`config.mk`:
```
export PLATFORM = sky130hd
export DESIGN_NAME = swi_timer
export DESIGN_NICKNAME = d
export VERILOG_FILES = /design/src/rtl/swi_timer_pkg.sv /design/src/rtl/swi_prescaler.sv /design/src/rtl/swi_countdown.sv /design/src/rtl/swi_status.sv /design/src/rtl/swi_timer.sv
export SDC_FILE = /design/constraint.sdc
export NUM_CORES = 1
export LEC_CHECK = 0
export BUFFER_PORTS_ARGS = -buffer_cell sky130_fd_sc_hd__buf_2
export CAP_MARGIN = 20
export CORE_UTILIZATION = 63
export CTS_BUF_LIST = sky130_fd_sc_hd__clkbuf_2
export DETAILED_ROUTE_END_ITERATION = 7
export PLACE_DENSITY = 0.88
export SLEW_MARGIN = 30
export SYNTH_ARGS = -nofsm -noshare
export SYNTH_HDL_FRONTEND = slang
export SYNTH_SLANG_ARGS = --single-unit
```
`constraint.sdc`:
```
create_clock -name clk -period 3.5 [get_ports clk]
set_input_delay 0.35 -clock clk [delete_from_list [all_inputs] [get_ports clk]]
set_output_delay 0.35 -clock clk [all_outputs]
set_load 0.1 [all_outputs]
```
`src/rtl/swi_timer_pkg.sv`:
```
package swi_timer_pkg;
  typedef enum logic [1:0] {
    CNT_HOLD = 2'd0,
    CNT_DEC  = 2'd1,
    CNT_LOAD = 2'd2,
    CNT_WRAP = 2'd3
  } cnt_op_e;
endpackage

```
`src/rtl/swi_prescaler.sv`:
```
module swi_prescaler #(
  parameter int LOG2_DIV = 8
) (
  input  logic clk,
  input  logic arst_n,
  input  logic tb_en,
  input  logic restart,
  output logic unit_tick
);
  localparam logic [LOG2_DIV-1:0] PHASE_LAST = {LOG2_DIV{1'b1}};

  logic [LOG2_DIV-1:0] phase_q;
  logic [LOG2_DIV-1:0] phase_d;
  logic                phase_ce;

  always_comb begin
    phase_ce  = restart | tb_en;
    phase_d   = phase_q;
    unit_tick = 1'b0;
    if (restart) begin
      phase_d = '0;
    end else if (tb_en) begin
      phase_d   = phase_q + 1'b1;
      unit_tick = (phase_q == PHASE_LAST);
    end
  end

  always_ff @(posedge clk or negedge arst_n) begin
    if (!arst_n) begin
      phase_q <= '0;
    end else if (phase_ce) begin
      phase_q <= phase_d;
    end
  end
endmodule

```
`src/rtl/swi_countdown.sv`:
```
module swi_countdown
  import swi_timer_pkg::*;
#(
  parameter int             CNT_W   = 16,
  parameter logic [CNT_W-1:0] RST_VAL = {CNT_W{1'b1}}
) (
  input  logic             clk,
  input  logic             arst_n,
  input  logic             unit_tick,
  input  logic             load,
  input  logic [CNT_W-1:0] load_val,
  output logic [CNT_W-1:0] reload_q,
  output logic             expire
);
  localparam logic [CNT_W-1:0] ONE = {{(CNT_W-1){1'b0}}, 1'b1};

  logic [CNT_W-1:0] cnt_q;
  logic [CNT_W-1:0] cnt_d;
  cnt_op_e          op;
  logic             last_unit;

  assign last_unit = (cnt_q <= ONE);

  always_comb begin
    if (load)                        op = CNT_LOAD;
    else if (unit_tick && last_unit) op = CNT_WRAP;
    else if (unit_tick)              op = CNT_DEC;
    else                             op = CNT_HOLD;
  end

  always_comb begin
    expire = (op == CNT_WRAP);
    unique case (op)
      CNT_LOAD: cnt_d = load_val;
      CNT_WRAP: cnt_d = reload_q;
      CNT_DEC:  cnt_d = cnt_q - ONE;
      default:  cnt_d = cnt_q;
    endcase
  end

  always_ff @(posedge clk or negedge arst_n) begin
    if (!arst_n) begin
      cnt_q <= RST_VAL;
    end else if (op != CNT_HOLD) begin
      cnt_q <= cnt_d;
    end
  end

  always_ff @(posedge clk or negedge arst_n) begin
    if (!arst_n) begin
      reload_q <= RST_VAL;
    end else if (load) begin
      reload_q <= load_val;
    end
  end
endmodule

```
`src/rtl/swi_status.sv`:
```
module swi_status (
  input  logic clk,
  input  logic arst_n,
  input  logic set_ev,
  input  logic clr,
  output logic stat
);
  logic stat_d;

  always_comb begin
    if (set_ev)   stat_d = 1'b1;
    else if (clr) stat_d = 1'b0;
    else          stat_d = stat;
  end

  always_ff @(posedge clk or negedge arst_n) begin
    if (!arst_n) begin
      stat <= 1'b0;
    end else if (set_ev | clr) begin
      stat <= stat_d;
    end
  end
endmodule

```
`src/rtl/swi_timer.sv`:
```
module swi_timer #(
  parameter int                 CNT_W    = 16,
  parameter int                 LOG2_DIV = 8,
  parameter logic [CNT_W-1:0]   RST_VAL  = {CNT_W{1'b1}}
) (
  input  logic             clk,
  input  logic             rst_n,
  input  logic             tb_en,
  input  logic             irq_en,
  input  logic             reload_wr,
  input  logic [CNT_W-1:0] reload_wdata,
  output logic [CNT_W-1:0] reload_rdata,
  input  logic             stat_clr,
  output logic             irq_stat,
  output logic             irq
);
  localparam int SYNC_STAGES = 2;

  logic [SYNC_STAGES-1:0] rst_pipe_q;
  logic                   arst_n;
  logic                   unit_tick;
  logic                   expire;

  always_ff @(posedge clk or negedge rst_n) begin
    if (!rst_n) begin
      rst_pipe_q <= '0;
    end else begin
      rst_pipe_q <= {rst_pipe_q[SYNC_STAGES-2:0], 1'b1};
    end
  end
  assign arst_n = rst_pipe_q[SYNC_STAGES-1];

  swi_prescaler #(.LOG2_DIV(LOG2_DIV)) u_presc (
    .clk       (clk),
    .arst_n    (arst_n),
    .tb_en     (tb_en),
    .restart   (reload_wr),
    .unit_tick (unit_tick)
  );

  swi_countdown #(.CNT_W(CNT_W), .RST_VAL(RST_VAL)) u_cnt (
    .clk       (clk),
    .arst_n    (arst_n),
    .unit_tick (unit_tick),
    .load      (reload_wr),
    .load_val  (reload_wdata),
    .reload_q  (reload_rdata),
    .expire    (expire)
  );

  swi_status u_stat (
    .clk    (clk),
    .arst_n (arst_n),
    .set_ev (expire & irq_en),
    .clr    (stat_clr),
    .stat   (irq_stat)
  );

  assign irq = irq_stat & irq_en;
endmodule

```
==> summary.md, run 1 <==
| Metric | Value |
|---|---|
| Outcome | `finished, final reports clean` |
| Clock tree buffer depth | `2` |
| Nets | `309` |
| Post-synth top area cell | `dfstp_2` |
| Slew @ Worst Pin | `0.742 ns` |
| Fmax | `418 MHz` |
| Die H | `63.8 um` |
| Post-DR wirelength/cell | `15.6 um` |
| Unrepaired setup endpoints after global routing | `false` |
| DR pass1 iterations | `4` |
| R2r startpoint | `u_presc.phase_q[0]` |
| Starting Density | `65.7%` |
| Post_cts resized | `0` |
| Non-Filler Instances | `333` |
| Die W | `63.8 um` |
| Total GRT Usage | `28.7%` |
| Part of the cycle the worst path needs | `68.4%` |
| Fin crit period | `2.39 ns` |
| Worst EP required | `3.82 ns` |
| Critical path class | `reg2reg` |
| CTS tree | `yes` |
| Io pins | `40` |
| Placed insts | `324` |
| Post-synth EDFFs | `0` |
| Max-slew headroom | `50.3%` |
| Core Rows | `22` |
| Htree depth | `2` |
| CTS Buf Count | `5` |
| Worst Skew | `0.0287 ns` |
| Main flop type after synthesis | `dfstp_2` |
| Seq/Total Area, Yosys | `46.4%` |
| Routed via count | `1988` |
| DP Worst Slack | `1.16 ns` |
| Clock Latency Late Sink | `0.41 ns` |
| Largest net degree at the start of global routing | `42` |
| Layout cell share with drive strength beyond 1 | `34.7%` |
| Commonest non-fill, non-tap cell in the layout | `buf_2` |
| Via count of the first global-routing pass | `1961` |
| Core Region | `3660 um^2` |
| First-pass GRT wire length | `9060 um` |
| Synth Net Count | `274` |
| Final hold viol count | `0` |
| WP data arrival | `2.71 ns` |
| CP Capture Type | `flip-flop` |
| Synth warn | `0` |
| Syn_area_per_cell | `9.65 um^2` |
| Antenna violations before repair | `0` |
| Clk root buf | `clkbuf_2` |
| Number of fill cells | `277` |
| Area contributors post-synth | `dfstp_2, dfrtp_1, o21ai_0` |
| Antenna diodes | `0` |
| Max-cap violation count | `0` |
| Clk slew on worst S/H paths | `0.22 ns` |
| Area share of the largest cell type after synthesis | `35.0%` |
| Crit Path Max Fanout | `11` |
| PD cells | `411 nW/um^2` |
| Fin util | `72.7%` |
| HP Class | `in2reg` |
| Yosys cell types | `56` |
| Final setup fails | `0` |
| Port Buffers | `39` |
| Routed wire length | `5180 um` |
| Crit path launch type | `flip-flop` |
| Post-route setup TNS | `0 ns` |
| Hold Crit Start | `reload_wdata[2]` |
| Synthesized instance count | `249` |
| Die area | `4070 um^2` |
| Worst Slack Setup Final | `1.11 ns` |
| GR Overflow Total | `0` |
| Finished layout cell area | `2660 um^2` |
| Flops & latches, synth | `43` |
| Ys async rst share | `100%` |
| Drt drc | `0` |
| HPWL after DPL | `3540 um` |
| GPL Wtd Cong | `0.865` |
| P_leak | `1.14 nW` |
| Worst vdd ir | `258 uV` |
| Mapped cell area | `2400 um^2` |
| Pins Over Slew Limit | `0` |
| Via-to-Cell Ratio | `5.97` |
| Area Overhead vs Synth | `10.7%` |
| CTS sink cnt | `43` |
| DR iter-0 viols | `209` |
| Worst Setup SP | `u_presc.phase_q[0]` |
| ANT nets after route | `0` |
| Placed Area | `2610 um^2` |
| Most frequent cells in the layout | `buf_2, dfstp_2, nand2_1` |
## stage by stage
step	hold slack [ns]	total power, mW
after floorplan	0.0544	0.833
after global placement	0.135	0.883
after detailed placement	0.136	0.890
after CTS	0.119	1.10
after global routing	0.127	1.15
final	0.125	1.09
## synthesized netlist by cell type (all sizes together), types with 3 or more instances
master   n
a21oi    7
a31oi    3
and2     3
buf      3
clkbuf  11
dfrtp   11
dfstp   32
ha       3
inv     15
mux2     5
mux2i    4
nand2   25
nand3    7
nand4    6
nor2    21
nor3     7
nor4     5
o211ai   7
o21ai   21
o311ai   3
or4      4
xnor2    6
xor2     7
## worst paths after layout
| path | slack (ns) | cells after the start | endpoint |
|---|---|---|---|
| max | 1.11 | 6 | u_cnt.cnt_q[14] |
| min | 0.12 | 3 | u_cnt.cnt_q[2] |
| max reg2reg | 1.11 | 6 | u_cnt.cnt_q[14] |
| min reg2reg | 0.30 | 1 | u_presc.phase_q[0] |
| max in group asynchronous | 2.83 | 1 | u_cnt.reload_q[4] |
| min in group asynchronous | 0.24 | 2 | rst_pipe_q[0] |
## routing by layer
layer  vias to the layer above  track usage, %  share of wire, %
li1                        968               -                 -
met1                       941            38.9                44
met2                        71            45.3                48
met3                         8            6.43               6.2
met4                         0            9.66               1.5
met5                         -               0                 0
## sequential cells by signal (all words and copies together) (netlist names)
signal	count
u_presc.phase_q	8
u_stat.stat	1
rst_pipe_q	2
u_cnt.cnt_q	16
u_cnt.reload_q	16
## power by group
| part | internal [mW] | leakage (nW) | switching (mW) |
|---|---|---|---|
| Combinational | 0.0715 | 0.626 | 0.209 |
| Sequential | 0.561 | 0.483 | 0.0428 |
| Clock | 0.0546 | 0.0330 | 0.156 |
## critical path, stage by stage, from the launching register on
cell	delay [ns]
dfrtp_1	0.43
ha_1	0.19
nand4_1	0.14
nor2_1	0.61
nor2_1	0.15
or4_1	0.54
o311ai_1	0.25
## cells by family (layout without fill, tap and decap cells)
kind of cell    count (synthesis)  in the layout  share of synthesized area, %
compound gates                 61             61                          17.8
simple gates                   90             90                          20.4
fa+ha+maj                       3              3                          1.56
xor+xnor                       13             13                          4.74
flops                          43             43                          46.4
buf+inv                        29             65                          4.95
other cells                     1              1                         0.156
mux                             9              9                          4.01
## area by class of cell
class                   instances  area (um^2)  share of cell area, %
repair buffers                 42          220                   8.27
well taps                      48         60.1                   2.26
clock inverters                 1         5.00                  0.188
flip-flops and latches         43         1120                   41.9
inverters                      15         56.3                   2.12
multi-input cells             177         1170                   43.9
clock buffers                   7         35.0                   1.32
## timing repair
action,4_1_cts,5_1_grt
buffers inserted,0,0
endpoints found under the hold margin,2,0
hold buffers,1,0
No activity file was read; power rests on OpenSTA's default activity.
==> inputs of run 2 (changes only) <==
--- a/config.mk
+++ b/config.mk
@@ -7,10 +7,10 @@
 export LEC_CHECK = 0
 export BUFFER_PORTS_ARGS = -buffer_cell sky130_fd_sc_hd__buf_2
 export CAP_MARGIN = 20
-export CORE_UTILIZATION = 63
+export CORE_UTILIZATION = 53
 export CTS_BUF_LIST = sky130_fd_sc_hd__clkbuf_2
 export DETAILED_ROUTE_END_ITERATION = 7
-export PLACE_DENSITY = 0.88
+export PLACE_DENSITY = 0.79
 export SLEW_MARGIN = 30
 export SYNTH_ARGS = -nofsm -noshare
 export SYNTH_HDL_FRONTEND = slang
==> constraint.sdc (replaced) <==
create_clock -name clk -period 1.9 [get_ports clk]
set_input_delay 0.19 -clock clk [delete_from_list [all_inputs] [get_ports clk]]
set_output_delay 0.19 -clock clk [all_outputs]
set_load 0.1 [all_outputs]
==> run 2 against run 1 <==
The run now ends with setup timing left. Sequential cell count unchanged. Worst setup slack worse by 1.3 ns. Die area up 18%. Fmax up 17%. Critical endpoint is now u_cnt.cnt_q[10]. Cell area up 18%. Combinational power up 120%. Register-to-register slack worse by 1.3 ns. Clock power up 91%. First-iteration DRC count down 30%. Largest cell class unchanged. Global-route usage down 3.0 points. Clock skew down 0.0016 ns. Largest power group unchanged.
==> summary.md, run 2 (same netlist as run 1, synthesis figures left out) <==
| Metric | Value |
|---|---|
| CTS sink cnt | `43 (unchanged)` |
| WHS Path Cells | `2 (-1)` |
| Tot Pwr | `2.13 mW (+94%)` |
| Die area | `4810 um^2 (+18%)` |
| DR pass1 iterations | `4 (unchanged)` |
| Routed wire length | `5950 um (+15%)` |
| FF-to-FF path depth | `5 (-1)` |
| HPWL after DPL | `4140 um (+17%)` |
| First-pass GRT wire length | `9830 um (+8.5%)` |
| Failing checks | `setup timing` |
| Hold WS | `0.0156 ns (-0.109 ns)` |
| Worst R2R Setup Slack | `-0.15 ns (-1.26 ns)` |
| ANT nets after route | `0 (unchanged)` |
| Fin util | `72.2% (-0.45 points)` |
| Die H | `69.3 um (+8.7%)` |
| Clock power frac | `18.9% (-0.3 points)` |
| DR iter-0 viols | `146 (-30%)` |
| Fin crit period | `2.05 ns (-0.342 ns)` |
| Die W | `69.3 um (+8.7%)` |
| WP data arrival | `2.40 ns (-0.31 ns)` |
| CP Capture Type | `flip-flop` |
| P_int | `1.33 mW (+93%)` |
| Largest registers | `u_cnt.cnt_q: 16 flops, u_cnt.reload_q: 16 flops, u_presc.phase_q: 8 flops` |
| Non-Filler Instances | `385 (+16%)` |
| Via count of the first global-routing pass | `2096 (+6.9%)` |
| Routed via count | `2164 (+8.9%)` |
| Antenna diodes | `0 (unchanged)` |
| Seq pwr share | `51.8% (-3.3 points)` |
| Sw Pwr | `0.801 mW (+96%)` |
| PD cells | `677 nW/um^2 (+64%)` |
| Post-route setup TNS | `-1.14 ns (-1.14 ns)` |
| Worst Skew | `0.0271 ns (-0.00157 ns)` |
| Core Region | `4350 um^2 (+19%)` |
| Post-DR wirelength/cell | `15.5 um (-0.69%)` |
| Worst EP required | `2.25 ns (-1.57 ns)` |
| Clock tree buffer depth | `2 (unchanged)` |
| Placed insts | `361 (+11%)` |
| Final setup fails | `11 (+11)` |
| Drt drc | `0 (unchanged)` |
| Commonest non-fill, non-tap cell in the layout | `buf_2` |
| CTS Buf Count | `5 (unchanged)` |
| Via-to-Cell Ratio | `5.62 (-5.8%)` |
| Max-cap violation count | `0 (unchanged)` |
| Io pins | `40 (unchanged)` |
| Worst Slack Setup Final | `-0.151 ns (-1.26 ns)` |
| Nets | `357 (+16%)` |
| Critical path class | `reg2reg` |
| Most frequent cells in the layout | `buf_2, buf_4, dfstp_2` |
| GR Overflow Total | `0 (unchanged)` |
| Finished layout cell area | `3150 um^2 (+18%)` |
| Crit path launch type | `flip-flop` |
| GPL Wtd Cong | `0.873 (+0.91%)` |
| Comb power frac | `29.3% (+3.6 points)` |
| Final hold viol count | `0 (unchanged)` |
| Crit Path Max Fanout | `8 (-3)` |
| Layout cell share with drive strength beyond 1 | `44.7% (+10 points)` |
| Antenna violations before repair | `0 (unchanged)` |
| Placed Area | `2870 um^2 (+10%)` |
| Core Rows | `24 (+9.1%)` |
| Unrepaired setup endpoints after global routing | `true` |
| Port Buffers | `39 (unchanged)` |
| Outcome | `finished, violations left` |
| Fmax | `488 MHz (+17%)` |
| Clk root buf | `clkbuf_2` |
| Pins Over Slew Limit | `0 (unchanged)` |
| Largest net degree at the start of global routing | `42 (unchanged)` |
| Total GRT Usage | `25.7% (-3.0 points)` |
| Worst vdd ir | `432 uV (+68%)` |
| Htree depth | `2 (unchanged)` |
| DP Worst Slack | `-0.157 ns (-1.31 ns)` |
| Part of the cycle the worst path needs | `108% (+40 points)` |
| HP Class | `in2reg` |
| Area Overhead vs Synth | `30.9%` |
| P_leak | `1.37 nW (+20%)` |
| Starting Density | `55.2% (-10 points)` |
| Clock Latency Late Sink | `0.43 ns (+0.02 ns)` |
| CTS tree | `yes` |
| Clk slew on worst S/H paths | `0.21 ns (about the same)` |
| Switching share of power | `37.6% (+0.37 points)` |
## run 2: critical path: stages, from the launching register on
cell and delay [ns]:
dfstp_2 0.41, or4_4 0.52, or4_4 0.58, nor2_8 0.18, a2111oi_2 0.10, a311oi_2 0.20
## run 2: final cells by class
type	instances	area, um^2
Timing Repair Buffer	90	619
Clock inverter	2	12.5
Fill cell	308	1210
Multi-Input combinational cell	177	1250
Inverter	15	56.3
Tap cell	52	65.1
Sequential cell	43	1120
Clock buffer	6	30.0
## run 2: final timing paths
path,from,end
max,u_cnt.cnt_q[14],u_cnt.cnt_q[10]
min,irq_en,u_stat.stat
max reg2reg,u_cnt.cnt_q[14],u_cnt.cnt_q[10]
min reg2reg,rst_pipe_q[1],u_presc.phase_q[4]
max in group asynchronous,rst_pipe_q[1],u_cnt.reload_q[1]
min in group asynchronous,rst_n,rst_pipe_q[0]
## run 2: routing by layer
metal / up-vias / track usage [%] / wire length (um)
met5: - / 0 / 0
li1: 1068 / - / -
met1: 1020 / 33.9 / 2580
met2: 66 / 42.3 / 2930
met3: 10 / 5.38 / 352
met4: 0 / 8.62 / 93
## run 2: power groups by stage
| stage | Combinational (mW) | Sequential (mW) | Clock, mW |
|---|---|---|---|
| floorplan | 0.172 | 1.36 | 0 |
| finish | 0.625 | 1.10 | 0.401 |
| detailed placement | 0.579 | 1.11 | 0 |
| CTS | 0.608 | 1.10 | 0.411 |
| global route | 0.666 | 1.11 | 0.439 |
| global placement | 0.570 | 1.11 | 0 |
## run 2: timing repair
item,4_1_cts,5_1_grt
hold buffers,12,1
setup buffers,2,0
gates cloned,1,0
endpoints found under the setup margin,17,17
pin swaps,6,14
resized for setup,10,13
endpoints found under the hold margin,21,1
==> inputs of run 3 (changes only) <==
--- a/config.mk
+++ b/config.mk
@@ -11,6 +11,7 @@
 export CTS_BUF_LIST = sky130_fd_sc_hd__clkbuf_2
 export DETAILED_ROUTE_END_ITERATION = 7
 export PLACE_DENSITY = 0.79
+export SETUP_SLACK_MARGIN = 0.3
 export SLEW_MARGIN = 30
 export SYNTH_ARGS = -nofsm -noshare
 export SYNTH_HDL_FRONTEND = slang
==> run 3 against run 2 <==
The flow still finishes with violations (setup timing). Sequential share of layout area rose by 0.14 points. Critical path depth did not move. Count of clock-buffer cells in the layout rose by 1. Global-route usage rose by 1.1 points. Sequential cell count did not move. Final cell count fell by 0.52%. Total power rose by 0.28%. Via count rose by 1.5%. Worst setup slack got worse by 0.030 ns. First-iteration DRC count rose by 8.2%. Worst hold slack got worse by 0.0046 ns. Fmax fell by 1.5%. Critical endpoint unchanged. Largest power group unchanged.
==> summary.md, run 3 (same netlist as run 1, synthesis figures left out) <==
| Metric | Value |
|---|---|
| Post-DR wirelength/cell | `15.4 um (-0.24%)` |
| Placed Area | `2900 um^2 (+1.0%)` |
| Clock tree buffer depth | `2 (unchanged)` |
| GPL Wtd Cong | `0.854 (-2.2%)` |
| ANT nets after route | `0 (unchanged)` |
| Fin crit period | `2.08 ns (+0.0303 ns)` |
| Routed wire length | `5910 um (-0.76%)` |
| Routed via count | `2197 (+1.5%)` |
| Clk root buf | `clkbuf_2` |
| Finished layout cell area | `3140 um^2 (-0.28%)` |
| Failing checks | `setup timing` |
| Worst Slack Setup Final | `-0.182 ns (-0.0303 ns)` |
| Nets | `355 (-0.56%)` |
| CTS Buf Count | `5 (unchanged)` |
| Drt drc | `0 (unchanged)` |
| Worst EP required | `2.22 ns (-0.03 ns)` |
| Pins Over Slew Limit | `0 (unchanged)` |
| Crit path top cell by count | `or4_4` |
| Unrepaired setup endpoints after global routing | `true` |
| Clock Latency Late Sink | `0.40 ns (-0.03 ns)` |
| Antenna diodes | `0 (unchanged)` |
| Critical path class | `reg2reg` |
| Largest registers | `u_cnt.cnt_q: 16 flops, u_cnt.reload_q: 16 flops, u_presc.phase_q: 8 flops` |
| Commonest non-fill, non-tap cell in the layout | `buf_4` |
| First-pass GRT wire length | `10400 um (+6.0%)` |
| DP Worst Slack | `-0.147 ns (+0.00999 ns)` |
| CTS sink cnt | `43 (unchanged)` |
| CP Capture Type | `flip-flop` |
| CP peak stage delay | `0.58 ns (about the same)` |
| Die area | `4810 um^2 (unchanged)` |
| Total GRT Usage | `26.8% (+1.1 points)` |
| Antenna violations before repair | `0 (unchanged)` |
| CP Cell Sequence | `or4_4 > or4_4 > nor2_8 > a2111oi_2 > a311oi_2` |
| HPWL after DPL | `4250 um (+2.7%)` |
| GR Overflow Total | `0 (unchanged)` |
| Crit path launch type | `flip-flop` |
| CTS tree | `yes` |
| Htree depth | `2 (unchanged)` |
| Most frequent cells in the layout | `buf_4, dfstp_2, nand2_1, buf_2, nor2_1` |
| Via count of the first global-routing pass | `2235 (+6.6%)` |
| Core Rows | `24 (unchanged)` |
| Final hold viol count | `0 (unchanged)` |
| Largest net degree at the start of global routing | `26 (-38%)` |
| Layout cell share with drive strength beyond 1 | `45.0% (+0.27 points)` |
| WP data arrival | `2.40 ns (about the same)` |
| Worst vdd ir | `488 uV (+13%)` |
| Via-to-Cell Ratio | `5.74 (+2.1%)` |
| DR iter-0 viols | `158 (+8.2%)` |
| Io pins | `40 (unchanged)` |
| Die W | `69.3 um (unchanged)` |
| HP Class | `in2reg` |
| Final setup fails | `16 (+5)` |
| Core Region | `4350 um^2 (unchanged)` |
| Crit Path Max Fanout | `8 (unchanged)` |
| Die H | `69.3 um (unchanged)` |
| Max-cap violation count | `0 (unchanged)` |
| Outcome | `finished, violations left` |
| Area Overhead vs Synth | `30.5%` |
| Fmax | `480 MHz (-1.5%)` |
| P_leak | `1.38 nW (+0.88%)` |
| Worst Skew | `0.0206 ns (-0.00652 ns)` |
| Starting Density | `55.2% (unchanged)` |
| PD cells | `681 nW/um^2 (+0.56%)` |
| Part of the cycle the worst path needs | `110% (+1.6 points)` |
| Clk slew on worst S/H paths | `0.22 ns (about the same)` |
| DR pass1 iterations | `4 (unchanged)` |
| Number of fill cells | `323 (+4.9%)` |
| Port Buffers | `39 (unchanged)` |
| Slowest cell on the critical path | `or4_4` |
run 3: cell count changes in the layout (fill, tap and decap cells not counted), moves of 2 or more:
cell	previous run	this run
o21ai_0	17	14
nor2_1	17	19
clkbuf_4	0	3
o21ai_1	4	6
dlygate4sd3_1	13	8
ha_1	0	3
buf_4	34	52
ha_2	2	0
buf_2	40	23
run 3: through the flow:
stage                     instances  utilization, %  power, mW  setup TNS (ns)  hold slack [ns]
final                           383            72.0       2.13           -1.54           0.0109
after global routing            383            72.0       2.23           -2.46          0.00506
after CTS                       383            71.6       2.13           -1.22          0.00184
after detailed placement        364            66.6       1.70           -1.39          -0.0225
after global placement          364            66.6       1.68          -0.960          -0.0234
after floorplan                 249               -       1.54           -1.00           -0.106
run 3: area by class of cell:
type	instances	area, um^2	area share (%)
Tap cell	52	65.1	2.07
Inverter	15	56.3	1.79
Timing Repair Buffer	88	631	20.1
Multi-Input combinational cell	177	1230	39.1
Clock inverter	1	5.00	0.160
Sequential cell	43	1120	35.6
Clock buffer	7	35.0	1.12
run 3: metal layers:
metal | vias up | part of all wire (%) | global-route usage, % | routed length [um]
met4 | 0 | 1.2 | 8.16 | 69
met2 | 75 | 49 | 43.8 | 2910
met1 | 1054 | 44 | 37.3 | 2620
met3 | 9 | 5.3 | 3.49 | 311
met5 | - | 0 | 0 | 0
li1 | 1059 | - | - | -
run 3: timing repair:
| action | CTS | global route |
|---|---|---|
| endpoints found under the setup margin | 30 | 20 |
| resized for setup | 29 | 6 |
| pin swaps | 7 | 7 |
| setup buffers | 2 | 0 |
| cloned | 1 | 0 |
| endpoints found under the hold margin | 12 | 0 |
| hold buffers | 8 | 0 |
run 3: final timing paths:
path                                        from                  to  slack [ns]  depth (start not counted)
worst max-delay path             u_cnt.cnt_q[14]     u_cnt.cnt_q[10]       -0.18                          5
worst min-delay path            reload_wdata[15]     u_cnt.cnt_q[15]        0.01                          3
worst max register to register   u_cnt.cnt_q[14]     u_cnt.cnt_q[10]       -0.18                          5
worst min register to register     rst_pipe_q[1]  u_presc.phase_q[0]        0.22                          1
max in group asynchronous          rst_pipe_q[1]   u_cnt.reload_q[4]        1.35                          1
min in group asynchronous                  rst_n       rst_pipe_q[0]        0.08                          2
run 3: worst max-delay path: cells and delay by family, from the launching register on:
family / cells / cell delay (ns)
and+or+nand+nor: 3 / 1.28
DFF: 1 / 0.42
AOI/OAI and AO/OA: 2 / 0.29
run 3: report_power, final:
group / total, mW / switching (mW) / internal, mW
sequential: 1.10 / 0.0715 / 1.03
combinational: 0.637 / 0.422 / 0.215
clock: 0.393 / 0.293 / 0.101
